### config.mk
export PLATFORM = sky130hd
export DESIGN_NAME = sdram_cmd_ctrl
export DESIGN_NICKNAME = d
export VERILOG_FILES = /design/src/rtl/sdram_ctrl_pkg.sv /design/src/rtl/sdram_gap_timer.sv /design/src/rtl/sdram_refresh_sched.sv /design/src/rtl/sdram_rd_capture.sv /design/src/rtl/sdram_cmd_ctrl.sv
export SDC_FILE = /design/constraint.sdc
export NUM_CORES = 1
export LEC_CHECK = 0
export BUFFER_PORTS_ARGS = -buffer_cell sky130_fd_sc_hd__buf_2
export CAP_MARGIN = 10
export CORE_ASPECT_RATIO = 0.9
export CORE_MARGIN = 2
export CORE_UTILIZATION = 45
export CTS_CLUSTER_DIAMETER = 60
export DETAILED_ROUTE_END_ITERATION = 7
export GPL_TIMING_DRIVEN = 0
export PLACE_DENSITY_LB_ADDON = 0.08
export SLEW_MARGIN = 20
export SYNTH_ARGS = -nofsm -noshare
export SYNTH_HDL_FRONTEND = slang
export SYNTH_HIERARCHICAL = 1
export SYNTH_SLANG_ARGS = --single-unit
### constraint.sdc
create_clock -name clk -period 5.2 [get_ports clk]
set_input_delay 0.26 -clock clk [delete_from_list [all_inputs] [get_ports clk]]
set_output_delay 0.26 -clock clk [all_outputs]
set_load 0.005 [all_outputs]
### src/rtl/sdram_ctrl_pkg.sv
package sdram_ctrl_pkg;

  typedef enum logic [3:0] {
    CMD_MRS = 4'b0000,
    CMD_REF = 4'b0001,
    CMD_PRE = 4'b0010,
    CMD_ACT = 4'b0011,
    CMD_WR  = 4'b0100,
    CMD_RD  = 4'b0101,
    CMD_NOP = 4'b0111
  } sd_cmd_e;

  typedef enum logic [2:0] {
    S_PRE, S_REF1, S_REF2, S_MRS, S_IDLE, S_COL
  } ctl_state_e;

  // nanoseconds to whole cycles, rounding up
  function automatic int ns2cyc(int t_ns, int clk_ns);
    return (t_ns + clk_ns - 1) / clk_ns;
  endfunction

  function automatic int imax(int a, int b);
    return (a > b) ? a : b;
  endfunction

  // burst of one, sequential, latency in bits 6:4
  function automatic int mode_word(int cas_lat);
    return (cas_lat & 7) << 4;
  endfunction

endpackage

### src/rtl/sdram_gap_timer.sv
module sdram_gap_timer #(
  parameter int W       = 16,
  parameter int RST_VAL = 0
) (
  input  logic         clk,
  input  logic         rst,
  input  logic         load,
  input  logic [W-1:0] load_val,
  output logic         ready
);
  logic [W-1:0] cnt;

  always_ff @(posedge clk) begin
    if (rst)              cnt <= W'(RST_VAL);
    else if (load)        cnt <= load_val;
    else if (cnt != '0)   cnt <= cnt - 1'b1;
  end

  assign ready = (cnt == '0);
endmodule

### src/rtl/sdram_refresh_sched.sv
module sdram_refresh_sched #(
  parameter int TRIP = 1000
) (
  input  logic clk,
  input  logic rst,
  input  logic hold,
  input  logic ref_issued,
  output logic ref_pend
);
  localparam int W = $clog2(TRIP + 1);
  logic [W-1:0] cnt;

  always_ff @(posedge clk) begin
    if (rst || hold || ref_issued) cnt <= W'(TRIP - 1);
    else if (cnt != '0)            cnt <= cnt - 1'b1;
  end

  assign ref_pend = (cnt == '0) && !hold;
endmodule

### src/rtl/sdram_rd_capture.sv
module sdram_rd_capture #(
  parameter int CL = 3,
  parameter int DW = 16
) (
  input  logic          clk,
  input  logic          rst,
  input  logic          rd_on_pins,
  input  logic [DW-1:0] dq_in,
  output logic          rvalid,
  output logic [DW-1:0] rdata
);
  logic [CL-1:0] stage;

  always_ff @(posedge clk) begin
    if (rst) begin
      stage  <= '0;
      rvalid <= 1'b0;
      rdata  <= '0;
    end else begin
      stage  <= {stage[CL-2:0], rd_on_pins};
      rvalid <= stage[CL-1];
      if (stage[CL-1]) rdata <= dq_in;
    end
  end
endmodule

### src/rtl/sdram_cmd_ctrl.sv
module sdram_cmd_ctrl
  import sdram_ctrl_pkg::*;
#(
  parameter int CLK_NS        = 8,
  parameter int CAS_LAT       = 3,
  parameter int T_RCD_NS      = 18,
  parameter int T_RP_NS       = 18,
  parameter int T_RC_NS       = 60,
  parameter int T_RAS_NS      = 42,
  parameter int T_WR_NS       = 12,
  parameter int T_RRD_NS      = 12,
  parameter int T_RSC_NS      = 12,
  parameter int T_INIT_NS     = 200000,
  parameter int REF_WINDOW_NS = 64000000,
  parameter int REF_ROWS      = 4096,
  parameter int BANK_W        = 2,
  parameter int ROW_W         = 12,
  parameter int COL_W         = 8,
  parameter int DW            = 16
) (
  input  logic                              clk,
  input  logic                              rst,
  input  logic                              host_req,
  input  logic                              host_we,
  input  logic [BANK_W+ROW_W+COL_W-1:0]     host_addr,
  input  logic [DW-1:0]                     host_wdata,
  input  logic [DW/8-1:0]                   host_be,
  output logic                              host_ack,
  output logic [DW-1:0]                     host_rdata,
  output logic                              host_rvalid,
  output logic                              sd_cke,
  output logic                              sd_cs_n,
  output logic                              sd_ras_n,
  output logic                              sd_cas_n,
  output logic                              sd_we_n,
  output logic [BANK_W-1:0]                 sd_ba,
  output logic [ROW_W-1:0]                  sd_a,
  output logic [DW/8-1:0]                   sd_dqm,
  output logic [DW-1:0]                     sd_dq_out,
  output logic                              sd_dq_oe,
  input  logic [DW-1:0]                     sd_dq_in
);
  localparam int ADDR_W = BANK_W + ROW_W + COL_W;
  localparam int NLANE  = DW / 8;
  localparam int AP_BIT = 10;

  localparam int C_RCD  = ns2cyc(T_RCD_NS, CLK_NS);
  localparam int C_RP   = ns2cyc(T_RP_NS, CLK_NS);
  localparam int C_RC   = ns2cyc(T_RC_NS, CLK_NS);
  localparam int C_RAS  = ns2cyc(T_RAS_NS, CLK_NS);
  localparam int C_WR   = ns2cyc(T_WR_NS, CLK_NS);
  localparam int C_RRD  = ns2cyc(T_RRD_NS, CLK_NS);
  localparam int C_RSC  = ns2cyc(T_RSC_NS, CLK_NS);
  localparam int C_INIT = ns2cyc(T_INIT_NS, CLK_NS);
  localparam int C_REFI = (REF_WINDOW_NS / REF_ROWS) / CLK_NS;

  // column command to next row command, per direction
  localparam int C_GAP_BASE = imax(imax(C_RC - C_RCD, C_RAS - C_RCD + C_RP), C_RRD - C_RCD);
  localparam int C_GAP_RD   = imax(C_GAP_BASE, 1 + C_RP);
  localparam int C_GAP_WR   = imax(C_GAP_BASE, C_WR + C_RP);
  localparam int C_GAP_MAX  = imax(C_GAP_RD, C_GAP_WR);
  // worst lateness of a refresh grant, including the tail of init
  localparam int MARGIN     = C_RCD + C_GAP_MAX + C_RC + C_RSC + 2;
  localparam int REF_TRIP   = C_REFI - MARGIN;
  localparam int TMR_W      = $clog2(imax(C_INIT, C_REFI) + 1);
  localparam logic [ROW_W-1:0] MODE_A = ROW_W'(mode_word(CAS_LAT));

  ctl_state_e st, st_n;
  sd_cmd_e    cmd_q, cmd_n;

  logic [BANK_W-1:0] ba_n;
  logic [ROW_W-1:0]  a_n;
  logic [NLANE-1:0]  dqm_n;
  logic [DW-1:0]     dq_n;
  logic              oe_n, ack_n;
  logic              tmr_load, tmr_ready;
  logic [TMR_W-1:0]  tmr_val;
  logic              latch_req;

  logic              q_we;
  logic [BANK_W-1:0] q_bank;
  logic [COL_W-1:0]  q_col;
  logic [DW-1:0]     q_wdata;
  logic [NLANE-1:0]  q_be;

  // named internal events, used by the checker
  logic issue_act, issue_col, issue_ref, init_done, ref_pend, idle_gate, rd_on_pins;

  sdram_gap_timer #(.W(TMR_W), .RST_VAL(C_INIT - 1)) gap_i (
    .clk(clk), .rst(rst), .load(tmr_load), .load_val(tmr_val), .ready(tmr_ready)
  );

  sdram_refresh_sched #(.TRIP(REF_TRIP)) refsch_i (
    .clk(clk), .rst(rst), .hold(!init_done), .ref_issued(issue_ref), .ref_pend(ref_pend)
  );

  sdram_rd_capture #(.CL(CAS_LAT), .DW(DW)) rdcap_i (
    .clk(clk), .rst(rst), .rd_on_pins(rd_on_pins), .dq_in(sd_dq_in),
    .rvalid(host_rvalid), .rdata(host_rdata)
  );

  assign init_done  = (st == S_IDLE) || (st == S_COL);
  assign idle_gate  = (st == S_IDLE) && tmr_ready;
  assign issue_act  = (cmd_n == CMD_ACT);
  assign issue_ref  = (cmd_n == CMD_REF);
  assign issue_col  = (cmd_n == CMD_RD) || (cmd_n == CMD_WR);
  assign rd_on_pins = (cmd_q == CMD_RD);

  always_comb begin
    st_n      = st;
    cmd_n     = CMD_NOP;
    ba_n      = '0;
    a_n       = '0;
    dqm_n     = '0;
    dq_n      = '0;
    oe_n      = 1'b0;
    ack_n     = 1'b0;
    tmr_load  = 1'b0;
    tmr_val   = '0;
    latch_req = 1'b0;
    if (tmr_ready) begin
      case (st)
        S_PRE: begin
          cmd_n = CMD_PRE; a_n[AP_BIT] = 1'b1;
          tmr_load = 1'b1; tmr_val = TMR_W'(C_RP - 1); st_n = S_REF1;
        end
        S_REF1: begin
          cmd_n = CMD_REF; tmr_load = 1'b1; tmr_val = TMR_W'(C_RC - 1); st_n = S_REF2;
        end
        S_REF2: begin
          cmd_n = CMD_REF; tmr_load = 1'b1; tmr_val = TMR_W'(C_RC - 1); st_n = S_MRS;
        end
        S_MRS: begin
          cmd_n = CMD_MRS; a_n = MODE_A;
          tmr_load = 1'b1; tmr_val = TMR_W'(C_RSC - 1); st_n = S_IDLE;
        end
        S_IDLE: begin
          if (ref_pend) begin
            cmd_n = CMD_REF; tmr_load = 1'b1; tmr_val = TMR_W'(C_RC - 1);
          end else if (host_req) begin
            cmd_n     = CMD_ACT;
            ba_n      = host_addr[ADDR_W-1 -: BANK_W];
            a_n       = host_addr[COL_W +: ROW_W];
            ack_n     = 1'b1;
            latch_req = 1'b1;
            tmr_load  = 1'b1; tmr_val = TMR_W'(C_RCD - 1);
            st_n      = S_COL;
          end
        end
        S_COL: begin
          cmd_n = q_we ? CMD_WR : CMD_RD;
          ba_n  = q_bank;
          a_n[COL_W-1:0] = q_col;
          a_n[AP_BIT]    = 1'b1;
          if (q_we) begin
            dq_n = q_wdata; oe_n = 1'b1; dqm_n = ~q_be;
          end
          tmr_load = 1'b1;
          tmr_val  = q_we ? TMR_W'(C_GAP_WR - 1) : TMR_W'(C_GAP_RD - 1);
          st_n     = S_IDLE;
        end
        default: st_n = S_PRE;
      endcase
    end
  end

  always_ff @(posedge clk) begin
    if (rst) begin
      st        <= S_PRE;
      cmd_q     <= CMD_NOP;
      sd_cke    <= 1'b0;
      sd_ba     <= '0;
      sd_a      <= '0;
      sd_dqm    <= '0;
      sd_dq_out <= '0;
      sd_dq_oe  <= 1'b0;
      host_ack  <= 1'b0;
      q_we      <= 1'b0;
      q_bank    <= '0;
      q_col     <= '0;
      q_wdata   <= '0;
      q_be      <= '0;
    end else begin
      st        <= st_n;
      cmd_q     <= cmd_n;
      sd_cke    <= 1'b1;
      sd_ba     <= ba_n;
      sd_a      <= a_n;
      sd_dqm    <= dqm_n;
      sd_dq_out <= dq_n;
      sd_dq_oe  <= oe_n;
      host_ack  <= ack_n;
      if (latch_req) begin
        q_we    <= host_we;
        q_bank  <= host_addr[ADDR_W-1 -: BANK_W];
        q_col   <= host_addr[COL_W-1:0];
        q_wdata <= host_wdata;
        q_be    <= host_be;
      end
    end
  end

  assign {sd_cs_n, sd_ras_n, sd_cas_n, sd_we_n} = cmd_q;

endmodule

# Yosys cells after proc, flatten, opt, wreduce, memory -nomap -nowiden

Cells that the tools add are included.

$lt $le $gt $ge: 0
Muxes and demuxes: 30
Bitwise operators: 6
Divide/modulo/power cells: 0
Shift-type cells: 0
$mul: 0
Reduce and logical (&&, ||, !) cells: 20
Eq/ne operators: 9
$add $sub $neg: 2

Operator list:

| cell                  | number |
|---|---|
| $pmux 3 s5            | 3 |
| $mux 15               | 2 |
| $pmux 8 s3            | 1 |
| $mux 11               | 2 |
| $mux 3                | 7 |
| $logic_not 15->1      | 1 |
| $reduce_bool 15->1    | 1 |
| $sub 15x1->15 const B | 1 |
| $logic_not 11->1      | 1 |
| $reduce_bool 11->1    | 1 |
| $sub 11x1->11 const B | 1 |
| $reduce_or 5->1       | 2 |
| $mux 1                | 9 |
| $reduce_or 2->1       | 4 |
| $eq 3x2->1 const B    | 2 |
| $eq 3x3->1 const B    | 2 |
| $mux 2                | 3 |
| $not 1->1             | 5 |
| $eq 4x1->1 const B    | 1 |
| $eq 4x3->1 const B    | 1 |
| $ne 2x2->1 const B    | 2 |
| $pmux 1 s2            | 2 |
| $pmux 2 s2            | 1 |
| $reduce_or 4->1       | 1 |
| 9 further kinds       | 11 |

Logic and storage cells: 87
Bits in read-only memories: 0
Memories: 0
Input port bits: 60
Latch bits: 0
Output and inout port bits: 56
Memory bits (writable): 0
Flip-flop bits (word level): 117

# Logic depth before layout (Yosys ltp)

Word-level depth: 8
Mapped depth: 13
Gate-level depth less buffers: 12

# By module

The synthesis kept the hierarchy.

Modules (own cells, without submodules):

| module              | cells each | seq. area each (um2) | area each (um2) | times used |
|---|---|---|---|---|
| sdram_cmd_ctrl      | 279        | 1,401.3              | 2,646.3         | 1 |
| sdram_gap_timer     | 106        | 300.3                | 869.6           | 1 |
| sdram_rd_capture    | 60         | 400.4                | 684.4           | 1 |
| sdram_refresh_sched | 63         | 220.2                | 570.5           | 1 |

# Least setup slack after synthesis

Ideal clock, no wire load.

Kind: register to register
Start point: reg refsch_i.cnt[0]
End point: reg gap_i.cnt[3]
Data required time: 5.085 ns
Clock period less this slack: 2.662 ns
Library setup time: 0.115 ns
Setup slack: 2.538 ns
Stages on the path, launching flop included: 14
Arrival time: 2.547 ns
Buffers on the path: 3
Cell sequence: dfxtp_1 -> inv_1 -> ha_1 -> nor4b_4 -> nand3_2 -> buf_6 -> nor2_1 -> nor3_1 -> o21a_1 -> nor2_1 -> clkbuf_1 -> clkbuf_1 -> a21oi_1 -> o21a_1

Word-level cells in the longest chain between the ends: 6
Elaborated cells on any way between the ends: 7
Classes of those cells: mux: 4; reduce/logical: 3

Ends and longest elaborated chain:

| element                                             | line                      | source |
|---|---|---|
| start: declaration                                  | sdram_refresh_sched.sv:11 | `logic [W-1:0] cnt;` |
| start signal: assignment                            | sdram_refresh_sched.sv:14 | `if (rst \|\| hold \|\| ref_issued) cnt <= W'(TRIP - 1);` |
| start signal: assignment                            | sdram_refresh_sched.sv:15 | `else if (cnt != '0) cnt <= cnt - 1'b1;` |
| $logic_not 11->1 (*)                                | sdram_refresh_sched.sv:18 | `assign ref_pend = (cnt == '0) && !hold;` |
| $logic_and 1x1->1 (*)                               | sdram_refresh_sched.sv:18 |  |
| named net ref_pend                                  | sdram_cmd_ctrl.sv:87      | `logic issue_act, issue_col, issue_ref, init_done, ref_pend, idle_gate, rd_on_pins;` |
| $mux 1 (*)                                          | sdram_cmd_ctrl.sv:138     | `if (ref_pend) begin` |
| $pmux 1 s2 (*)                                      | sdram_cmd_ctrl.sv:122     | `case (st)` |
| $mux 1 (*)                                          | sdram_cmd_ctrl.sv:121     | `if (tmr_ready) begin` |
| named net tmr_load                                  | sdram_cmd_ctrl.sv:76      | `logic tmr_load, tmr_ready;` |
| $mux 15 / $reduce_bool 2->1 (equally long branches) | -                         |  |
| end signal: assignment                              | sdram_gap_timer.sv:14     | `if (rst) cnt <= W'(RST_VAL);` |
| end signal: assignment                              | sdram_gap_timer.sv:15     | `else if (load) cnt <= load_val;` |
| end signal: assignment                              | sdram_gap_timer.sv:16     | `else if (cnt != '0) cnt <= cnt - 1'b1;` |
| end: declaration                                    | sdram_gap_timer.sv:11     | `logic [W-1:0] cnt;` |

Mark *: on every way through the listed nets, which the timed path passes. The rest lies on a longest branch.
A chain may end at the register's enable or synchronous reset.

# Final worst setup path

Same ends and word-level chain as after synthesis.

==> results.md <==
* Max Fclk at 295 MHz
* Total wire length at 10700 um
* TritonCTS clock tree: done
* RePlAce Congestion at 0.810
* DP HPWL at 7760 um
* DR top layer: met4
* Startpoint Class: flip-flop
* Status: completed
* DR vias at 3967
* Vias in the first global route at 3795
* Power Density at 351 nW/um^2
* Worst Hold End: sd_a[8]
* Die Y at 102 um
* Max-slew violation count at 0
* Die area at 11400 um^2
* CP Max Fanout at 10
* # fillers at 920
* P&R area growth vs syn at 29.3%
* Worst path cell trace: inv_1 -> ha_1 -> nor4b_4 -> nand3_2 -> buf_6 -> nor2_1 -> nor3_1 -> o21a_1 -> nor2_1 -> clkbuf_1 -> clkbuf_1 -> a21oi_1 -> o21a_1
* Worst EP arrival at 3.68 ns
* Hold Vio Cnt, Final at 0
* Synth Cell Area at 4770 um^2
* Number of port buffers at 114
* CTS HTree Levels at 4
* Cell variety after synth at 61
* CTS Root Cell: clkbuf_16
* Total Nets Final at 715
* CP max stage delay at 0.49 ns
* Worst setup EP type: flip-flop
* RSZ-0062 raised after global routing: no
* Number of CTS-inserted buffers at 17
* Crit path kind: flip-flop to flip-flop
* Clock Path Buffers at 2
* Initial core utilization at 0.464
* Max-slew headroom at the worst pin at 0.532
* Remaining DRCs at 0
* R2r setup slk at 1.81 ns
* Hold Crit Depth at 2
* Worst r2r src: refsch_i/cnt[0]
* Clock slew seen by the registers of the worst setup and hold paths at 0.05 ns
* VDD IR-drop max at 0.234 mV
* Mean Syn Cell Area at 9.39 um^2
* Post-CTS Resized at 0
* CP max stage cell: nor2_1
* R2R depth at 13
* Num Clock Sinks at 116
* EDFF count, synth at 0
* Synth warn at 6
* Grt total ovfl at 0
* Slew at the pin closest to its max-slew limit at 0.696 ns
* WL met2 at 4660 um
* Register area at 2320 um^2
* Routed met3 length at 603 um
* Setup violators final at 0
* Diode count at 0
* Drt first pass iters at 4
* WP buf/inv at 4
* Initial antenna violation count at 0
* Final worst path period need at 3.39 ns
* First-pass GRT wire length at 17600 um
* Ys flop type: dfxtp_1
* Area of the multi-input gates at 2230 um^2
* Worst min-delay path startpoint: host_addr[16]
* Num ports at 116
* Hold_ws at 0.0560 ns
* Synth Instances at 508
* Antenna-violating nets left at 0
* CORE AREA at 10300 um^2
* Synth Register Bits at 116
* Iter 0 DRT Violations at 146
* Wire per inst at 13.4 um
* Setup Buffers After CTS at 0
* Fin crit share at 0.651
* Post-synthesis sequential area ratio at 0.487
* Setup TNS at 0 ns
* CP top delay family: simple AND/OR/NAND/NOR gates
* Layout cells sized above 1 at 0.261
* GRT Util Overall at 0.192
* Worst EP required at 5.50 ns
* R2R Path End: gap_i/cnt[3]
* Row count at 35
* LEAKAGE at 2.57 nW
* Via density per instance at 4.99
* Largest net degree at the start of global routing at 17
* Worst Hold Class: input port to flip-flop
* Met1 Wirelength at 5230 um
* Insertion delay of the later-clocked pin in the worst-skew pair at 0.40 ns
* Max Cap Viol at 0
* Fraction of registers with async set/reset at 0
* Hold buffer count at cts at 0
* Final Skew at 0.00789 ns
* Die X-Extent at 113 um
## registers in the layout, summed over array words and instances, names as in the netlist, 2 cells and up
signal,flops
q_bank,2
q_col,8
sd_a,12
rdcap_i/stage,3
st,3
q_be,2
cmd_q,3
sd_dq_out,16
sd_dqm,2
q_wdata,16
refsch_i/cnt,11
sd_ba,2
gap_i/cnt,15
rdcap_i/rdata,16
## Yosys cell counts (all sizes together), types with 2 or more instances
cell / instances / share of area
xnor2: 9 / 0.017
or3: 3 / 0.0039
nor3: 10 / 0.010
a2111oi: 2 / 0.0089
o21a: 3 / 0.0047
and3: 4 / 0.0052
nand2: 78 / 0.063
buf: 15 / 0.030
ha: 2 / 0.0052
a211o: 3 / 0.0055
a32oi: 9 / 0.017
nor4: 3 / 0.0097
nor4b: 2 / 0.010
nand4: 2 / 0.0026
a21o: 3 / 0.0047
nor2b: 13 / 0.017
nand3: 11 / 0.013
mux2i: 45 / 0.094
and4b: 2 / 0.0042
dfxtp: 116 / 0.49
nor2: 50 / 0.039
o211ai: 2 / 0.0031
inv: 14 / 0.011
and2: 21 / 0.028
nand2b: 3 / 0.0039
o21ai: 11 / 0.012
a21oi: 23 / 0.025
o31ai: 2 / 0.0031
and3b: 2 / 0.0037
a211oi: 6 / 0.010
nand3b: 4 / 0.0063
clkbuf: 18 / 0.014
## cell type report
type,instances,area share
buffer,33,0.0339
clock buffer,23,0.0759
clock inverter,9,0.0245
inverter,15,0.00913
multi-input combinational,356,0.361
sequential,116,0.377
tap,129,0.0262
timing repair buffer,114,0.0925
## cell families after synthesis
kind of cell             count (synthesis)  share of synthesized area
AO/OA/AOI/OAI                           75                      0.114
XOR/XNOR                                10                     0.0184
adder cells (fa/ha/maj)                  2                    0.00524
buffers and inverters                   48                     0.0556
flip-flops                             116                      0.487
multiplexers                            45                     0.0944
other                                    1                   0.000786
AND/OR/NAND/NOR                        211                      0.225
## worst register-to-register path, stage by stage (launching register included)
cell      delay (ns)
dfxtp_1         0.35
inv_1           0.07
ha_1            0.20
nor4b_4         0.43
nand3_2         0.17
buf_6           0.19
nor2_1          0.50
nor3_1          0.10
o21a_1          0.19
nor2_1          0.10
clkbuf_1        0.35
clkbuf_1        0.40
a21oi_1         0.12
o21a_1          0.12
## power breakdown
group,total (mW),internal (mW),switching (mW)
clock,1.21,0.825,0.385
sequential,0.894,0.893,0.00172
combinational,0.0578,0.0263,0.0315
## placed cells by master (no fill, tap or decap), drive strengths merged, types with 3 or more instances in the layout
cell type / count
a211o: 3
a211oi: 6
a21o: 3
a21oi: 23
a32oi: 9
and2: 21
and3: 4
buf: 129
bufinv: 4
clkbuf: 41
clkinv: 5
conb: 13
dfxtp: 116
inv: 14
mux2i: 45
nand2: 78
nand2b: 3
nand3: 11
nand3b: 4
nor2: 50
nor2b: 13
nor3: 10
nor4: 3
o21a: 3
o21ai: 11
or3: 3
xnor2: 9
## stage by stage
stage                     power (mW)  worst slack (ns)  std cells  area [um^2]  utilization
after detailed placement       0.970              1.81        763         5550        0.539
after CTS                       2.19              1.81        795         6170        0.599
after global routing            2.24              1.53        795         6170        0.599
after global placement         0.969              1.87        763         5550        0.539
final                           2.16              1.81        795         6170        0.599
after floorplan                0.938              2.54        520         4820            -
## worst max path at each step
stage	start	end	cells past startpoint	slack [ns]
2_1_floorplan	refsch_i/cnt[0]	gap_i/cnt[3]	13	2.54
3_3_place_gp	refsch_i/cnt[0]	gap_i/cnt[3]	13	1.87
3_5_place_dp	refsch_i/cnt[0]	gap_i/cnt[3]	13	1.81
4_1_cts	refsch_i/cnt[0]	gap_i/cnt[3]	13	1.81
5_1_grt	refsch_i/cnt[0]	gap_i/cnt[3]	13	1.53
6_report	refsch_i/cnt[0]	gap_i/cnt[3]	13	1.81
## routing by layer
| layer | vias up | GRT usage |
|---|---|---|
| met4 | 0 | 0.0760 |
| met2 | 117 | 0.290 |
| met3 | 19 | 0.0575 |
| li1 | 2011 | - |
| met5 | - | 0 |
| met1 | 1820 | 0.261 |
(Power assumes the default switching activity.)
